## config.mk

```make
export PLATFORM = sky130hd
export DESIGN_NAME = kbd_scan_encoder
export DESIGN_NICKNAME = d
export VERILOG_FILES = /design/src/rtl/kse_pkg.sv /design/src/rtl/kse_scanner.sv /design/src/rtl/kse_fifo.sv /design/src/rtl/kse_keylogic.sv /design/src/rtl/kbd_scan_encoder.sv
export SDC_FILE = /design/constraint.sdc
export NUM_CORES = 1
export LEC_CHECK = 0
export BUFFER_PORTS_ARGS = -buffer_cell sky130_fd_sc_hd__buf_4
export CORE_ASPECT_RATIO = 0.8
export CORE_MARGIN = 10
export CORE_UTILIZATION = 35
export DETAILED_ROUTE_END_ITERATION = 7
export PLACE_DENSITY = 0.58
export REMOVE_ABC_BUFFERS = 1
export SLEW_MARGIN = 0
export SYNTH_ARGS = -nofsm -noshare
export SYNTH_HDL_FRONTEND = slang
export SYNTH_HIERARCHICAL = 1
export SYNTH_SLANG_ARGS = --single-unit
```

## constraint.sdc

```tcl
create_clock -name clk -period 5.7 [get_ports clk]
set_clock_uncertainty 0.1 [all_clocks]
set_input_delay 0.57 -clock clk [delete_from_list [all_inputs] [get_ports clk]]
set_output_delay 0.57 -clock clk [all_outputs]
set_load 0.1 [all_outputs]
```

## src/rtl/kse_pkg.sv

```systemverilog
`timescale 1ns/1ps
package kse_pkg;
    typedef enum logic {
        SCAN_WAIT,
        SCAN_WALK
    } walk_state_e;

    typedef enum logic {
        LK_IDLE,
        LK_DEBOUNCE
    } lock_state_e;

    localparam logic [1:0] MODE_LOCKOUT  = 2'b00;
    localparam logic [1:0] MODE_ROLLOVER = 2'b01;
endpackage

```

## src/rtl/kse_scanner.sv

```systemverilog
`timescale 1ns/1ps
module kse_scanner #(
    parameter int ROWS     = 8,
    parameter int PRESCALE = 16,
    localparam int RW = $clog2(ROWS),
    localparam int PW = $clog2(PRESCALE)
) (
    input  logic          clk,
    input  logic          rst_n,
    output logic [RW-1:0] row_idx,
    output logic          samp
);
    logic [PW-1:0] pre_q;

    // The last clock of each row period is the sample clock.
    assign samp = (pre_q == PW'(PRESCALE - 1));

    always_ff @(posedge clk) begin
        if (!rst_n) begin
            pre_q   <= '0;
            row_idx <= '0;
        end else if (samp) begin
            pre_q   <= '0;
            row_idx <= (row_idx == RW'(ROWS - 1)) ? '0 : row_idx + 1'b1;
        end else begin
            pre_q <= pre_q + 1'b1;
        end
    end


    row_step_chk: assert property (@(posedge clk) disable iff (!rst_n)
        samp |=> row_idx == (($past(row_idx) == RW'(ROWS - 1)) ? '0 : $past(row_idx) + 1'b1));
endmodule

```

## src/rtl/kse_fifo.sv

```systemverilog
`timescale 1ns/1ps
module kse_fifo #(
    parameter int DEPTH = 8,
    parameter int DW    = 8,
    localparam int AW   = $clog2(DEPTH),
    localparam int CNTW = $clog2(DEPTH + 1)
) (
    input  logic            clk,
    input  logic            rst_n,
    input  logic            push,
    input  logic [DW-1:0]   push_data,
    input  logic            rd_strobe,
    input  logic            clr_err,
    output logic [DW-1:0]   head,
    output logic [CNTW-1:0] count,
    output logic            overrun,
    output logic            underrun
);
    logic [DW-1:0] mem_q [DEPTH];
    logic [AW-1:0] wr_q, rd_q;
    logic          pop, accept, full, empty;

    assign full   = (count == CNTW'(DEPTH));
    assign empty  = (count == '0);
    assign pop    = rd_strobe && !empty;
    assign accept = push && (!full || pop);
    assign head   = mem_q[rd_q];

    always_ff @(posedge clk) begin
        if (accept) mem_q[wr_q] <= push_data;
    end

    always_ff @(posedge clk) begin
        if (!rst_n) begin
            wr_q     <= '0;
            rd_q     <= '0;
            count    <= '0;
            overrun  <= 1'b0;
            underrun <= 1'b0;
        end else begin
            if (accept) wr_q <= wr_q + 1'b1;
            if (pop)    rd_q <= rd_q + 1'b1;
            count <= count + CNTW'(accept) - CNTW'(pop);
            if (push && !accept)      overrun <= 1'b1;
            else if (clr_err)         overrun <= 1'b0;
            if (rd_strobe && empty)   underrun <= 1'b1;
            else if (clr_err)         underrun <= 1'b0;
        end
    end


    ovr_set_chk: assert property (@(posedge clk) disable iff (!rst_n)
        (push && count == CNTW'(DEPTH) && !rd_strobe) |=> overrun);


    unr_set_chk: assert property (@(posedge clk) disable iff (!rst_n)
        (rd_strobe && count == '0 && !push) |=> (underrun && count == '0));


    pop_cnt_chk: assert property (@(posedge clk) disable iff (!rst_n)
        (rd_strobe && count != '0 && !push) |=> count == $past(count) - 1'b1);
endmodule

```

## src/rtl/kse_keylogic.sv

```systemverilog
`timescale 1ns/1ps
module kse_keylogic
    import kse_pkg::*;
#(
    parameter int ROWS = 8,
    parameter int COLS = 8,
    localparam int RW  = $clog2(ROWS),
    localparam int CW  = $clog2(COLS),
    localparam int KCW = RW + CW,
    localparam int NK  = ROWS * COLS,
    localparam int DW  = KCW + 2
) (
    input  logic            clk,
    input  logic            rst_n,
    input  logic [1:0]      mode,
    input  logic            spec_en,
    input  logic            clr_err,
    input  logic            samp,
    input  logic [RW-1:0]   row_idx,
    input  logic [COLS-1:0] ret_col,
    output logic            push,
    output logic [DW-1:0]   push_data,
    output logic            scan_end,
    output logic            scan_changed,
    output logic            multi_err
);
    walk_state_e     ev_st, ev_nx;
    lock_state_e     lk_st, lk_nx;
    logic [COLS-1:0] img_q;
    logic [RW-1:0]   erow_q;
    logic [CW-1:0]   col_q;
    logic [NK-1:0]   prev_q, pend_q, stage_q;
    logic [KCW-1:0]  cand_q, key_idx;
    logic            cand_stage_q, scan_new_q, scan_chg_q;
    logic            walk, cur_dn, was_dn, new_close, changed;
    logic            is_lock, is_roll, is_sens;

    assign is_lock = (mode == MODE_LOCKOUT);
    assign is_roll = (mode == MODE_ROLLOVER);
    assign is_sens = mode[1];

    assign walk      = (ev_st == SCAN_WALK);
    assign key_idx   = {erow_q, col_q};
    assign cur_dn    = img_q[col_q];
    assign was_dn    = prev_q[key_idx];
    assign new_close = walk && cur_dn && !was_dn;
    assign changed   = walk && (cur_dn != was_dn);
    assign scan_end  = walk && (col_q == CW'(COLS - 1)) && (erow_q == RW'(ROWS - 1));
    assign scan_changed = scan_chg_q || changed;

    // Column walker: state register
    always_ff @(posedge clk) begin
        if (!rst_n) ev_st <= SCAN_WAIT;
        else        ev_st <= ev_nx;
    end

    always_comb begin
        ev_nx = ev_st;
        unique case (ev_st)
            SCAN_WAIT: if (samp) ev_nx = SCAN_WALK;
            SCAN_WALK: if (col_q == CW'(COLS - 1)) ev_nx = SCAN_WAIT;
        endcase
    end

    always_ff @(posedge clk) begin
        if (!rst_n) begin
            img_q  <= '0;
            erow_q <= '0;
            col_q  <= '0;
        end else if (ev_st == SCAN_WAIT && samp) begin
            img_q  <= ret_col;
            erow_q <= row_idx;
            col_q  <= '0;
        end else if (walk) begin
            col_q <= col_q + 1'b1;
        end
    end

    // Lockout tracker: state register
    always_ff @(posedge clk) begin
        if (!rst_n) lk_st <= LK_IDLE;
        else        lk_st <= lk_nx;
    end

    always_comb begin
        lk_nx = lk_st;
        unique case (lk_st)
            LK_IDLE: if (is_lock && new_close) lk_nx = LK_DEBOUNCE;
            LK_DEBOUNCE: begin
                if (!is_lock) begin
                    lk_nx = LK_IDLE;
                end else if (walk) begin
                    if (key_idx == cand_q) begin
                        if (!cur_dn || cand_stage_q) lk_nx = LK_IDLE;
                    end else if (new_close) begin
                        lk_nx = LK_IDLE;
                    end
                end
            end
        endcase
    end

    always_ff @(posedge clk) begin
        if (!rst_n) begin
            cand_q       <= '0;
            cand_stage_q <= 1'b0;
        end else if (lk_st == LK_IDLE && lk_nx == LK_DEBOUNCE) begin
            cand_q       <= key_idx;
            cand_stage_q <= 1'b0;
        end else if (lk_st == LK_DEBOUNCE && walk && key_idx == cand_q && cur_dn) begin
            cand_stage_q <= 1'b1;
        end
    end

    // Per-key history and rollover debounce
    always_ff @(posedge clk) begin
        if (!rst_n) begin
            prev_q  <= '0;
            pend_q  <= '0;
            stage_q <= '0;
        end else if (walk) begin
            prev_q[key_idx] <= cur_dn;
            if (!is_roll) begin
                pend_q[key_idx] <= 1'b0;
            end else if (new_close) begin
                pend_q[key_idx]  <= 1'b1;
                stage_q[key_idx] <= 1'b0;
            end else if (pend_q[key_idx]) begin
                if (!cur_dn || stage_q[key_idx]) pend_q[key_idx] <= 1'b0;
                else                             stage_q[key_idx] <= 1'b1;
            end
        end
    end

    // Per-scan bookkeeping and the multiple-closure flag
    always_ff @(posedge clk) begin
        if (!rst_n) begin
            scan_new_q <= 1'b0;
            scan_chg_q <= 1'b0;
            multi_err  <= 1'b0;
        end else begin
            scan_new_q <= scan_end ? 1'b0 : (scan_new_q || new_close);
            scan_chg_q <= scan_end ? 1'b0 : (scan_chg_q || changed);
            if (spec_en && is_roll && new_close && scan_new_q) multi_err <= 1'b1;
            else if (clr_err)                                  multi_err <= 1'b0;
        end
    end

    // Event output
    always_comb begin
        push = 1'b0;
        if (walk) begin
            if (is_sens)
                push = changed;
            else if (is_roll)
                push = pend_q[key_idx] && stage_q[key_idx] && cur_dn;
            else
                push = (lk_st == LK_DEBOUNCE) && (key_idx == cand_q) && cand_stage_q && cur_dn;
        end
        push_data = {cur_dn, 1'b0, erow_q, col_q};
    end


    lk_push_chk: assert property (@(posedge clk) disable iff (!rst_n)
        (push && is_lock) |=> (lk_st == LK_IDLE));


    multi_mode_chk: assert property (@(posedge clk) disable iff (!rst_n)
        $rose(multi_err) |-> ($past(mode) == MODE_ROLLOVER && $past(spec_en)));
endmodule

```

## src/rtl/kbd_scan_encoder.sv

```systemverilog
`timescale 1ns/1ps
module kbd_scan_encoder #(
    parameter int ROWS     = 8,
    parameter int COLS     = 8,
    parameter int PRESCALE = 16,
    parameter int DEPTH    = 8
) (
    input  logic                                               clk,
    input  logic                                               rst_n,
    input  logic [1:0]                                         mode_sel,
    input  logic                                               spec_err_en,
    input  logic [COLS-1:0]                                    ret_col,
    input  logic                                               rd_strobe,
    input  logic                                               clr_err,
    output logic [$clog2(ROWS)-1:0]                            scan_row,
    output logic [$clog2(ROWS)+$clog2(COLS)+1:0]               key_data,
    output logic [$clog2(DEPTH+1)+2:0]                         status,
    output logic                                               irq
);
    localparam int RW   = $clog2(ROWS);
    localparam int CW   = $clog2(COLS);
    localparam int DW   = RW + CW + 2;
    localparam int CNTW = $clog2(DEPTH + 1);

    logic            samp, push, scan_end, scan_changed, multi_err;
    logic            overrun, underrun, sirq_q;
    logic [DW-1:0]   push_data;
    logic [CNTW-1:0] count;

    kse_scanner #(.ROWS(ROWS), .PRESCALE(PRESCALE)) u_scan (
        .clk(clk), .rst_n(rst_n), .row_idx(scan_row), .samp(samp)
    );

    kse_keylogic #(.ROWS(ROWS), .COLS(COLS)) u_keys (
        .clk(clk), .rst_n(rst_n), .mode(mode_sel), .spec_en(spec_err_en),
        .clr_err(clr_err), .samp(samp), .row_idx(scan_row), .ret_col(ret_col),
        .push(push), .push_data(push_data), .scan_end(scan_end),
        .scan_changed(scan_changed), .multi_err(multi_err)
    );

    kse_fifo #(.DEPTH(DEPTH), .DW(DW)) u_fifo (
        .clk(clk), .rst_n(rst_n), .push(push), .push_data(push_data),
        .rd_strobe(rd_strobe), .clr_err(clr_err), .head(key_data),
        .count(count), .overrun(overrun), .underrun(underrun)
    );

    // Sensor-mode interrupt: raised at scan end, dropped when emptied
    always_ff @(posedge clk) begin
        if (!rst_n)
            sirq_q <= 1'b0;
        else if (!mode_sel[1])
            sirq_q <= 1'b0;
        else if (scan_end && (scan_changed || count != '0))
            sirq_q <= 1'b1;
        else if (rd_strobe && count == CNTW'(1) && !push)
            sirq_q <= 1'b0;
    end

    assign irq    = mode_sel[1] ? sirq_q : (count != '0);
    assign status = {multi_err, underrun, overrun, count};


    sirq_rise_chk: assert property (@(posedge clk) disable iff (!rst_n)
        $rose(sirq_q) |-> $past(scan_end));
endmodule

```

==> impl_metrics.tcl, run 1 <==
set metrics [dict create \
    wl_mm 43.2 \
    avgSynthCellArea_um2 9.89 \
    die_area_mm2 0.0497 \
    final_cell_count_without_fillers 1983 \
    setup_ws_ns 0.636 \
    crit_path_start_kind "flip-flop" \
    post_cts_buffers 0 \
    layout_min_cycle_time_ns 5.06 \
    cp_cell_sequence "buf_4 > and3b_1 > a32oi_1 > a31oi_1 > a221o_1 > or4_1 > and3b_1 > o21ai_0 > a21oi_1 > nand2_1 > mux2i_1 > ha_1 > inv_1 > fa_1 > xnor2_1 > and2_1" \
    dr.pass1.iters 5 \
    yosys.area_share.xor_xnor_pct 0.548 \
    finalSetupViolCount 0 \
    gpl.final_weighted_congestion 0.887 \
    main_combinational_cell_family_by_area_after_synthesis "compound AO/OA/AOI/OAI gates" \
    cts_buffers 30 \
    hold_violations 0 \
    path_clk_slew_ns 0.07 \
    die_width_um 247 \
    final_nets 1445 \
    worst_ep_required_time_ns 6.06 \
    placed_cells 1929 \
    cts-resized-gates 0 \
    clockRootBuffer "clkbuf_16" \
    synth.yosys.seq_area_share_pct 46.9 \
    initial_utilization_pct 35.4 \
    grt_start_max_net_pins 86 \
    timing.critical_path.slowest_cell_delay_ns 1.01 \
    avg_wl_per_cell_um 21.8 \
    fmax_mhz 197 \
    timing.final.crit_share_pct 88.8 \
    gr-usage-all-layers_pct 17.0 \
    p_leak_nw 5.50 \
    core_area_mm2 0.0406 \
    pre_cts_setup_slack_ns 0.737 \
    maxSlewHeadroom_pct 21.9 \
    layout_commonest_cell "dfxtp_1" \
    synth-async-reset-ratio_pct 0 \
    data_arrival_time_of_the_critical_path_ns 5.42 \
    worst_path_most_repeated_cell "and3b_1" \
    drt_iter0_drc 1346 \
    worstHoldPathType "input pin to flip-flop" \
    rsz0062_at_grt "no" \
    yosysWarnings 6 \
    remaining_number_of_nets_flagged_by_the_antenna_check_after_routing 0 \
    synth_flop_cell "dfxtp_1" \
    dr_total_vias 11563 \
    run_status "completed" \
    cts_tree "yes" \
    ctsHtreeMaxLevel 1 \
    clock_sink_count 305 \
    critical_path_peak_fanout 59 \
    port-buffer-count 33 \
    synth-adder-area-share_pct 1.18 \
    critPathKind "flip-flop to flip-flop" \
    fp.dieH_um 201 \
    grt_pass1_wl_mm 67.8 \
    post_synth_and_or_nand_nor_area_fraction_pct 16.4 \
    synth_enable_flop_cells 64 \
    drv.max_cap_violation_count 0 \
    syn-cell-area_mm2 0.0144 \
    fill_cells 4017 \
    first_global_vias 11162 \
    commonest_non_fill_non_tap_cells_in_the_layout "dfxtp_1 (238), nand2_1 (161), nor2_1 (161), buf_4 (74), mux2i_1 (70)" \
    synth-compound-area-share_pct 16.4 \
    post_route_cells_drive_above_1_share_pct 13.8 \
    synth.mux.area_fraction_pct 13.3 \
    clock_tree.buffer_depth 3 \
    cp-end-kind "flip-flop" \
    grt_remaining_overflow 0 \
    avgViaCountPerCell 5.83 \
    syn2layout_area_growth_pct 12.1 \
    dpl.hpwl_mm 27.2 \
    timing_worst_slew_pin_value_ns 1.17 \
    post-route-drc-count 0 \
    power_density_mw_per_mm2 315 \
    num_rows 66 \
    critical-path-slowest-cell "dfxtp_4" \
    antennaDiodeCount 0 \
    synth_seq_cells 305 \
    drv_slew 0 \
    top_level_ports 34 \
    worst_ir_drop_vdd_mv 0.249 \
    netlist_instances 1455 \
    grt_antenna_before_repair 1 \
    cts-hold-fix-buffers 0 \
    clk_latency_ns 0.58 \
    ys_types 84 \
]
final timing paths:
path | startpoint | endpoint | slack (ns) | cells after the start
setup / recovery | u_keys/col_q[0] | u_fifo/count[2] | 0.64 | 16
hold / removal | mode_sel[0] | u_keys/lk_st | 0.14 | 2
setup reg to reg | u_keys/col_q[0] | u_fifo/count[2] | 0.64 | 16
hold reg to reg | sirq_q | sirq_q | 0.35 | 2
critical path, delay by kind of cell, from the launching register on:
kind                       cells  cell delay (ns)
xor gates and xnor gates       1             0.14
buffers and inverters          2             0.45
and+or+nand+nor                5             1.28
adders and majority gates      2             0.57
muxes                          1             0.16
DFF                            1             1.01
AOI/OAI and AO/OA              5             1.19
cell type report:
type                       instances  area [um^2]  share of cell area [%]
multi-input combinational        983         6910                    42.9
sequential                       305         6750                    41.9
clock buffer                      41          843                    5.23
tap                              544          681                    4.22
timing repair buffer              77          616                    3.82
clock inverter                    13          244                    1.51
inverter                          20         77.6                   0.481
synthesized netlist by cell type, types with 9 or more instances:
cell / count / share of area, %
dfxtp_1: 241 / 34
nand2_1: 161 / 4.2
nor2_1: 161 / 4.2
clkbuf_1: 89 / 2.3
mux2i_1: 70 / 4.9
nand3_1: 65 / 2.3
edfxtp_1: 64 / 13
a21oi_1: 60 / 2.1
a211oi_1: 34 / 1.8
o21ai_0: 34 / 1.2
o311ai_0: 29 / 1.8
buf_2: 27 / 0.94
mux4_2: 27 / 4.2
nor3_1: 27 / 0.94
o41ai_1: 25 / 1.5
a31oi_1: 23 / 1.0
o31ai_1: 21 / 1.1
inv_1: 17 / 0.44
mux2_2: 17 / 1.3
buf_1: 15 / 0.39
mux4_1: 15 / 2.7
nor2b_1: 15 / 0.65
a221oi_1: 13 / 0.79
ha_1: 12 / 1.0
nor3b_1: 12 / 0.63
a22oi_1: 11 / 0.57
a311oi_1: 9 / 0.55
buf_4: 9 / 0.47
o221a_2: 9 / 0.70
layer usage:
metal / wire length, um / global-route usage, % / vias to the layer above / share of wire [%]
met5: 0 / 0 / - / 0
met4: 990 / 4.22 / 0 / 2.3
met3: 3470 / 3.77 / 66 / 8.0
met2: 18700 / 25.1 / 443 / 43
met1: 20000 / 24.7 / 5702 / 46
li1: - / - / 5352 / -
cells by family after synthesis:
family          count (synthesis)
compound gates                323
xor+xnor                        9
fa+ha+maj                      13
buf+inv                       167
flops                         305
mux                           131
other cells                     1
simple gates                  506
metrics by stage:
step                      hold slack (ns)  cell area [um^2]  TNS (ns)  utilization, %  total power, mW
after global placement              0.341             15000         0            37.0             2.92
after detailed placement            0.348             15000         0            37.0             2.92
after floorplan                     0.330             13700   -467.68               -             2.76
after CTS                           0.122             16100         0            39.7             5.12
final                               0.137             16100         0            39.7             5.09
after global routing                0.131             16100         0            39.7             5.25
report_power, final:
group          switching, mW  leakage (nW)  internal, mW  total (mW)
clock network          0.868         0.524          1.35        2.21
registers             0.0528          2.53          2.22        2.27
logic                  0.423          2.44         0.176       0.599
No activity file was read; power rests on OpenSTA's default activity.
==> run 2, diff against run 1 <==
Settings changed: ABC_AREA from default to 1, CTS_BUF_LIST from default to sky130_fd_sc_hd__clkbuf_4 sky130_fd_sc_hd__clkbuf_8.
==> run 2 against run 1 <==
  * Non-clock buffer count down 15
  * Area after synthesis up 10%
  * Synthesized cell count is 62% higher
  * Sequential power about the same
  * Largest cell class unchanged
  * Cell area increased by 8.9%
  * Combinational power up 47%
  * Clock-buffer cell count up 35
==> impl_metrics.tcl, run 2 <==
set metrics [dict create \
    grt_remaining_overflow 0 \
    yosys.area_share.xor_xnor_pct 0.496 \
    post_route_cells_drive_above_1_share_pct 8.79 \
    layout_min_cycle_time_ns 4.78 \
    initial_utilization_pct 35.6 \
    run_status "completed" \
    drv_slew 0 \
    stdcell_area_mm2 0.0176 \
    critPathKind "flip-flop to flip-flop" \
    synth-async-reset-ratio_pct 0 \
    post_cts_buffers 0 \
    wl_mm 51.8 \
    fill_cells 4727 \
    port-buffer-count 33 \
    finalSetupViolCount 0 \
    clockRootBuffer "clkbuf_8" \
    cts_buffers 51 \
    netlist.area_leader.share_pct 30.4 \
    num_rows 69 \
    netlist_instances 2361 \
    power_density_mw_per_mm2 297 \
    timing_worst_slew_pin_value_ns 0.977 \
    gr-usage-all-layers_pct 18.6 \
    drt_iter0_drc 1492 \
    commonest_non_fill_non_tap_cells_in_the_layout "nand2_1 (579), nor2_1 (438), inv_1 (281), dfxtp_1 (239), nand3_1 (144)" \
    worst_ep_required_time_ns 6.11 \
    fin_total_pwr_mw 5.22 \
    crit_path_start_kind "flip-flop" \
    final.hold.worst_slack_ns 0.107 \
    netlist.top_cell.by_area "dfxtp_1" \
    avgSynthCellArea_um2 6.73 \
    grt_antenna_before_repair 1 \
    yosys-top-cells-area "dfxtp_1 (30%), nand2_1 (14%), edfxtp_1 (12%), nor2_1 (10%), inv_1 (6.7%)" \
    cts-hold-fix-buffers 0 \
    dr_total_vias 15274 \
    syn2layout_area_growth_pct 10.6 \
    maxSlewHeadroom_pct 34.8 \
    timing.final.crit_share_pct 83.9 \
    rsz0062_at_grt "no" \
    synth.yosys.seq_area_share_pct 42.5 \
    final_nets 2370 \
    ys_types 42 \
    remaining_number_of_nets_flagged_by_the_antenna_check_after_routing 0 \
    synth.mux.area_fraction_pct 0 \
    setup_ws_ns 0.918 \
    first_global_vias 14216 \
    fmax_mhz 209 \
    clk_latency_ns 0.63 \
    worstHoldPathType "input pin to flip-flop" \
    synth-adder-area-share_pct 1.07 \
    synth_enable_flop_cells 64 \
    post_synth_most_frequent_cells "nand2_1 (580), nor2_1 (441), inv_1 (282)" \
    p_leak_nw 7.42 \
    layout_commonest_cell "nand2_1" \
    fp.dieH_um 211 \
    path_clk_slew_ns 0.06 \
    die_area_mm2 0.0544 \
    top_level_ports 34 \
    data_arrival_time_of_the_critical_path_ns 5.19 \
    clock_sink_count 305 \
    post_synth_and_or_nand_nor_area_fraction_pct 33.6 \
    finalCoreUtilization_pct 39.3 \
    synth-compound-area-share_pct 10.9 \
    cts_tree "yes" \
    synth_seq_cells 305 \
    grt_pass1_wl_mm 81.2 \
    cts-resized-gates 0 \
    drv.max_cap_violation_count 0 \
    critical_path_peak_fanout 74 \
    dr.pass1.iters 6 \
    gpl.final_weighted_congestion 0.870 \
    placed_cell_area_mm2 0.0165 \
    ctsHtreeMaxLevel 2 \
    hold_violations 0 \
    avg_wl_per_cell_um 17.4 \
    grt_start_max_net_pins 122 \
    post-route-drc-count 0 \
    synthMostInstantiatedCell "nand2_1" \
    core_area_mm2 0.0446 \
    main_combinational_cell_family_by_area_after_synthesis "simple AND/OR/NAND/NOR gates" \
    syn-cell-area_mm2 0.0159 \
    clock_tree.buffer_depth 3 \
    cp-end-kind "flip-flop" \
    pre_cts_setup_slack_ns 0.980 \
    avgViaCountPerCell 5.12 \
    synth_flop_cell "dfxtp_1" \
    die_width_um 258 \
    yosysWarnings 6 \
    dpl.hpwl_mm 31.4 \
    worst_ir_drop_vdd_mv 0.352 \
]
-- run 2: final timing paths --
check                                startpoint              end  slack (ns)  cells after the start
worst min-delay path                 ret_col[2]  u_keys/img_q[2]        0.11                      3
worst max register to register  u_keys/col_q[0]        flip-flop        0.92                     17
worst min register to register        flip-flop        flip-flop        0.35                      2
worst max-delay path            u_keys/col_q[0]        flip-flop        0.92                     17
-- run 2: layer usage --
| layer | share of wire (%) | global-route usage, % | vias to the layer above | routed length [um] |
|---|---|---|---|---|
| li1 | - | - | 7426 | - |
| met5 | 0 | 0 | - | 0 |
| met3 | 8.3 | 3.31 | 89 | 4280 |
| met2 | 42 | 27.5 | 655 | 21800 |
| met1 | 48 | 27.2 | 7104 | 24600 |
| met4 | 2.0 | 5.12 | 0 | 1060 |
-- run 2: worst max-delay path, stage by stage (launching register included) --
cell and delay [ns]:
dfxtp_4 0.80, inv_2 0.39, nor2_1 0.29, nand2_1 0.07
nand2_1 0.06, nor2_1 0.06, nand2_2 0.04, buf_4 0.45
inv_2 0.36, nor2_4 0.22, nand3_4 0.26, nand2_1 0.16
inv_2 0.05, nand2_4 0.71, buf_4 0.32, nand3_1 0.09
nand2_1 0.11, nor2_1 0.05
-- run 2: stage by stage --
stage                     instances  TNS [ns]
final                          2981         0
after CTS                      2980         0
after global placement         2892         0
after global routing           2981         0
after detailed placement       2892         0
after floorplan                2227   -224.77
-- run 2: cell type report --
class | instances | area (um^2) | area share, %
inverters | 303 | 1140 | 6.51
well taps | 603 | 754 | 4.30
diodes | 1 | 2.50 | 0.0143
flip-flops and latches | 305 | 6750 | 38.4
multi-input cells | 1619 | 7340 | 41.8
clock buffers | 76 | 927 | 5.28
repair buffers | 62 | 519 | 2.96
clock inverters | 12 | 123 | 0.698
-- run 2: logic make-up after synthesis --
family | after synthesis
DFF | 305
and+or+nand+nor | 1280
buffers and inverters | 437
adders and majority gates | 13
other | 1
AOI/OAI and AO/OA | 316
xor gates and xnor gates | 9
-- run 2: where the power goes --
part,switching (mW),leakage (nW),internal [mW]
clock,0.930,0.566,1.13
combinational,0.673,4.32,0.205
sequential,0.0532,2.53,2.22
total,1.66,7.42,3.56
==> run 3, diff against run 2 <==
Settings changed: PLACE_DENSITY 0.58 to 0.59.
Clock period 5.7 ns to 4.02 ns, I/O delays scaled along.
==> run 3 against run 2 <==
  * Setup slack got worse by 0.65 ns
  * First-iteration DRC count is 4.6% higher
  * Sequential power up 42%
  * Critical path type unchanged
  * Highest routed layer unchanged
==> impl_metrics.tcl, run 3 (synthesis results as in run 2) <==
set metrics [dict create \
    run_status "completed" \
    worst_ep_required_time_ns 4.41 \
    remaining_number_of_nets_flagged_by_the_antenna_check_after_routing 0 \
    syn2layout_area_growth_pct 13.3 \
    finalSetupViolCount 0 \
    p_leak_nw 7.64 \
    port-buffer-count 33 \
    timing.final.crit_share_pct 93.4 \
    layout_min_cycle_time_ns 3.75 \
    grt_remaining_overflow 0 \
    first_global_vias 14318 \
    dpl.hpwl_mm 32.9 \
    fin_tns_setup_ns 0 \
    placed_cell_area_mm2 0.0167 \
    switchingPower_mw 2.36 \
    critPathKind "flip-flop to flip-flop" \
    internal-power_mw 5.09 \
    power_switching_share_pct 31.7 \
    grt_antenna_before_repair 0 \
    clk_latency_ns 0.66 \
    top_level_ports 34 \
    fmax_mhz 266 \
    cts_tree "yes" \
    path_clk_slew_ns 0.06 \
    initial_utilization_pct 35.6 \
    ctsHtreeMaxLevel 2 \
    rsz0062_at_grt "no" \
    hold_violations 0 \
    pre_cts_setup_slack_ns 0.247 \
    layout_commonest_cell "nand2_1" \
    setup_ws_ns 0.266 \
    grt_start_max_net_pins 84 \
    timing_worst_slew_pin_value_ns 1.02 \
    grt_pass1_wl_mm 81.1 \
    dr.pass1.iters 6 \
    drv_slew 0 \
    die_area_mm2 0.0544 \
    final_nets 2410 \
    gpl.final_weighted_congestion 0.929 \
    maxSlewHeadroom_pct 31.8 \
    drt_iter0_drc 1560 \
    dr_total_vias 15373 \
    worstHoldPathType "input pin to flip-flop" \
    clockRootBuffer "clkbuf_8" \
    core_area_mm2 0.0446 \
    final_cell_count_without_fillers 3027 \
    wl_mm 51.5 \
    commonest_non_fill_non_tap_cells_in_the_layout "nand2_1 (579), nor2_1 (438), inv_1 (281), dfxtp_1 (239), nand3_1 (144)" \
    post-route-drc-count 0 \
    post_route_cells_drive_above_1_share_pct 9.66 \
    fp.dieH_um 211 \
    avgViaCountPerCell 5.08 \
    power_density_mw_per_mm2 414 \
    logic_pwr_share_pct 16.7 \
    die_width_um 258 \
    clock_sink_count 305 \
    critical_path_peak_fanout 51 \
    cp-end-kind "flip-flop" \
    gr-usage-all-layers_pct 18.5 \
    placed_cells 2917 \
    data_arrival_time_of_the_critical_path_ns 4.15 \
    clkPwrFrac_pct 39.9 \
    share_of_total_power_in_sequential_cells_pct 43.3 \
    clock_tree.buffer_depth 3 \
    crit_path_start_kind "flip-flop" \
    drv.max_cap_violation_count 0 \
    num_rows 69 \
    avg_wl_per_cell_um 17.0 \
    stdcell_area_mm2 0.0180 \
    reg2reg_slack_ns 0.27 \
    worst_ir_drop_vdd_mv 0.373 \
    cts_buffers 53 \
]
run 3: changes by cell type in the layout (fill, tap and decap cells not counted), moves of 2 or more:
cell           before  now
clkinv_8            0    2
clkinv_1            8   16
dlygate4sd3_1       0   13
buf_12              4    6
buf_6               1    3
clkinv_2            6    2
inv_6               2    0
clkbuf_8           57   62
buf_4              57   77
run 3: routing by layer:
| layer | GRT usage [%] | part of all wire (%) | wire [um] |
|---|---|---|---|
| met5 | 0 | 0 | 0 |
| met2 | 27.6 | 42 | 21500 |
| met1 | 26.7 | 47 | 24200 |
| met3 | 3.70 | 9.3 | 4780 |
| met4 | 4.92 | 2.0 | 1030 |
run 3: power by group through the flow:
stage | clock network [mW] | registers [mW] | logic (mW)
after floorplan | 0 | 3.43 | 0.753
after global placement | 0 | 3.29 | 1.23
after detailed placement | 0 | 3.29 | 1.24
after CTS | 3.05 | 3.23 | 1.25
after global routing | 3.18 | 3.23 | 1.34
final | 2.97 | 3.23 | 1.25
run 3: critical path, cell delays in order, from the launching register on:
cell     delay, ns
dfxtp_4       0.41
inv_2         0.12
buf_12        0.25
nand2_1       0.12
nand3_1       0.10
nand2_1       0.09
o21ai_0       0.23
buf_4         0.17
nand2_1       0.08
nor2_2        0.19
nand2_1       0.08
nand2_1       0.06
nand3_1       0.11
o21ai_0       0.18
buf_4         0.19
nand2_4       0.08
xor2_1        0.14
ha_1          0.19
inv_1         0.06
fa_1          0.37
xor2_1        0.19
nor2_1        0.05
run 3: through the flow:
| step | power, mW | hold WS, ns | util [%] |
|---|---|---|---|
| final | 7.45 | 0.123 | 40.3 |
| after global routing | 7.76 | 0.138 | 40.3 |
| after CTS | 7.52 | 0.116 | 40.3 |
| after detailed placement | 4.53 | 0.345 | 37.5 |
| after global placement | 4.52 | 0.338 | 37.5 |
| after floorplan | 4.19 | 0.330 | - |
run 3: worst paths after layout:
kind / cells past startpoint / to / startpoint
worst min register to register: 2 / flip-flop / flip-flop
worst min-delay path: 3 / flip-flop / rst_n
worst max register to register: 21 / u_fifo/count[2] / u_keys/col_q[0]
worst max-delay path: 21 / u_fifo/count[2] / u_keys/col_q[0]
run 3: repair_timing:
item,4_1_cts,5_1_grt
setup endpoints to repair,0,3
gates resized for setup,0,5
hold endpoints to repair,13,0
setup buffers,0,0
hold buffers,13,0
run 3: layout make-up:
class | instances | area [um^2]
Fill cell | 4659 | 26600
Multi-Input combinational cell | 1619 | 7340
Sequential cell | 305 | 6750
Inverter | 303 | 1140
Clock buffer | 80 | 988
Timing Repair Buffer | 100 | 890
Tap cell | 603 | 754
Clock inverter | 16 | 123
Antenna cell | 1 | 2.50
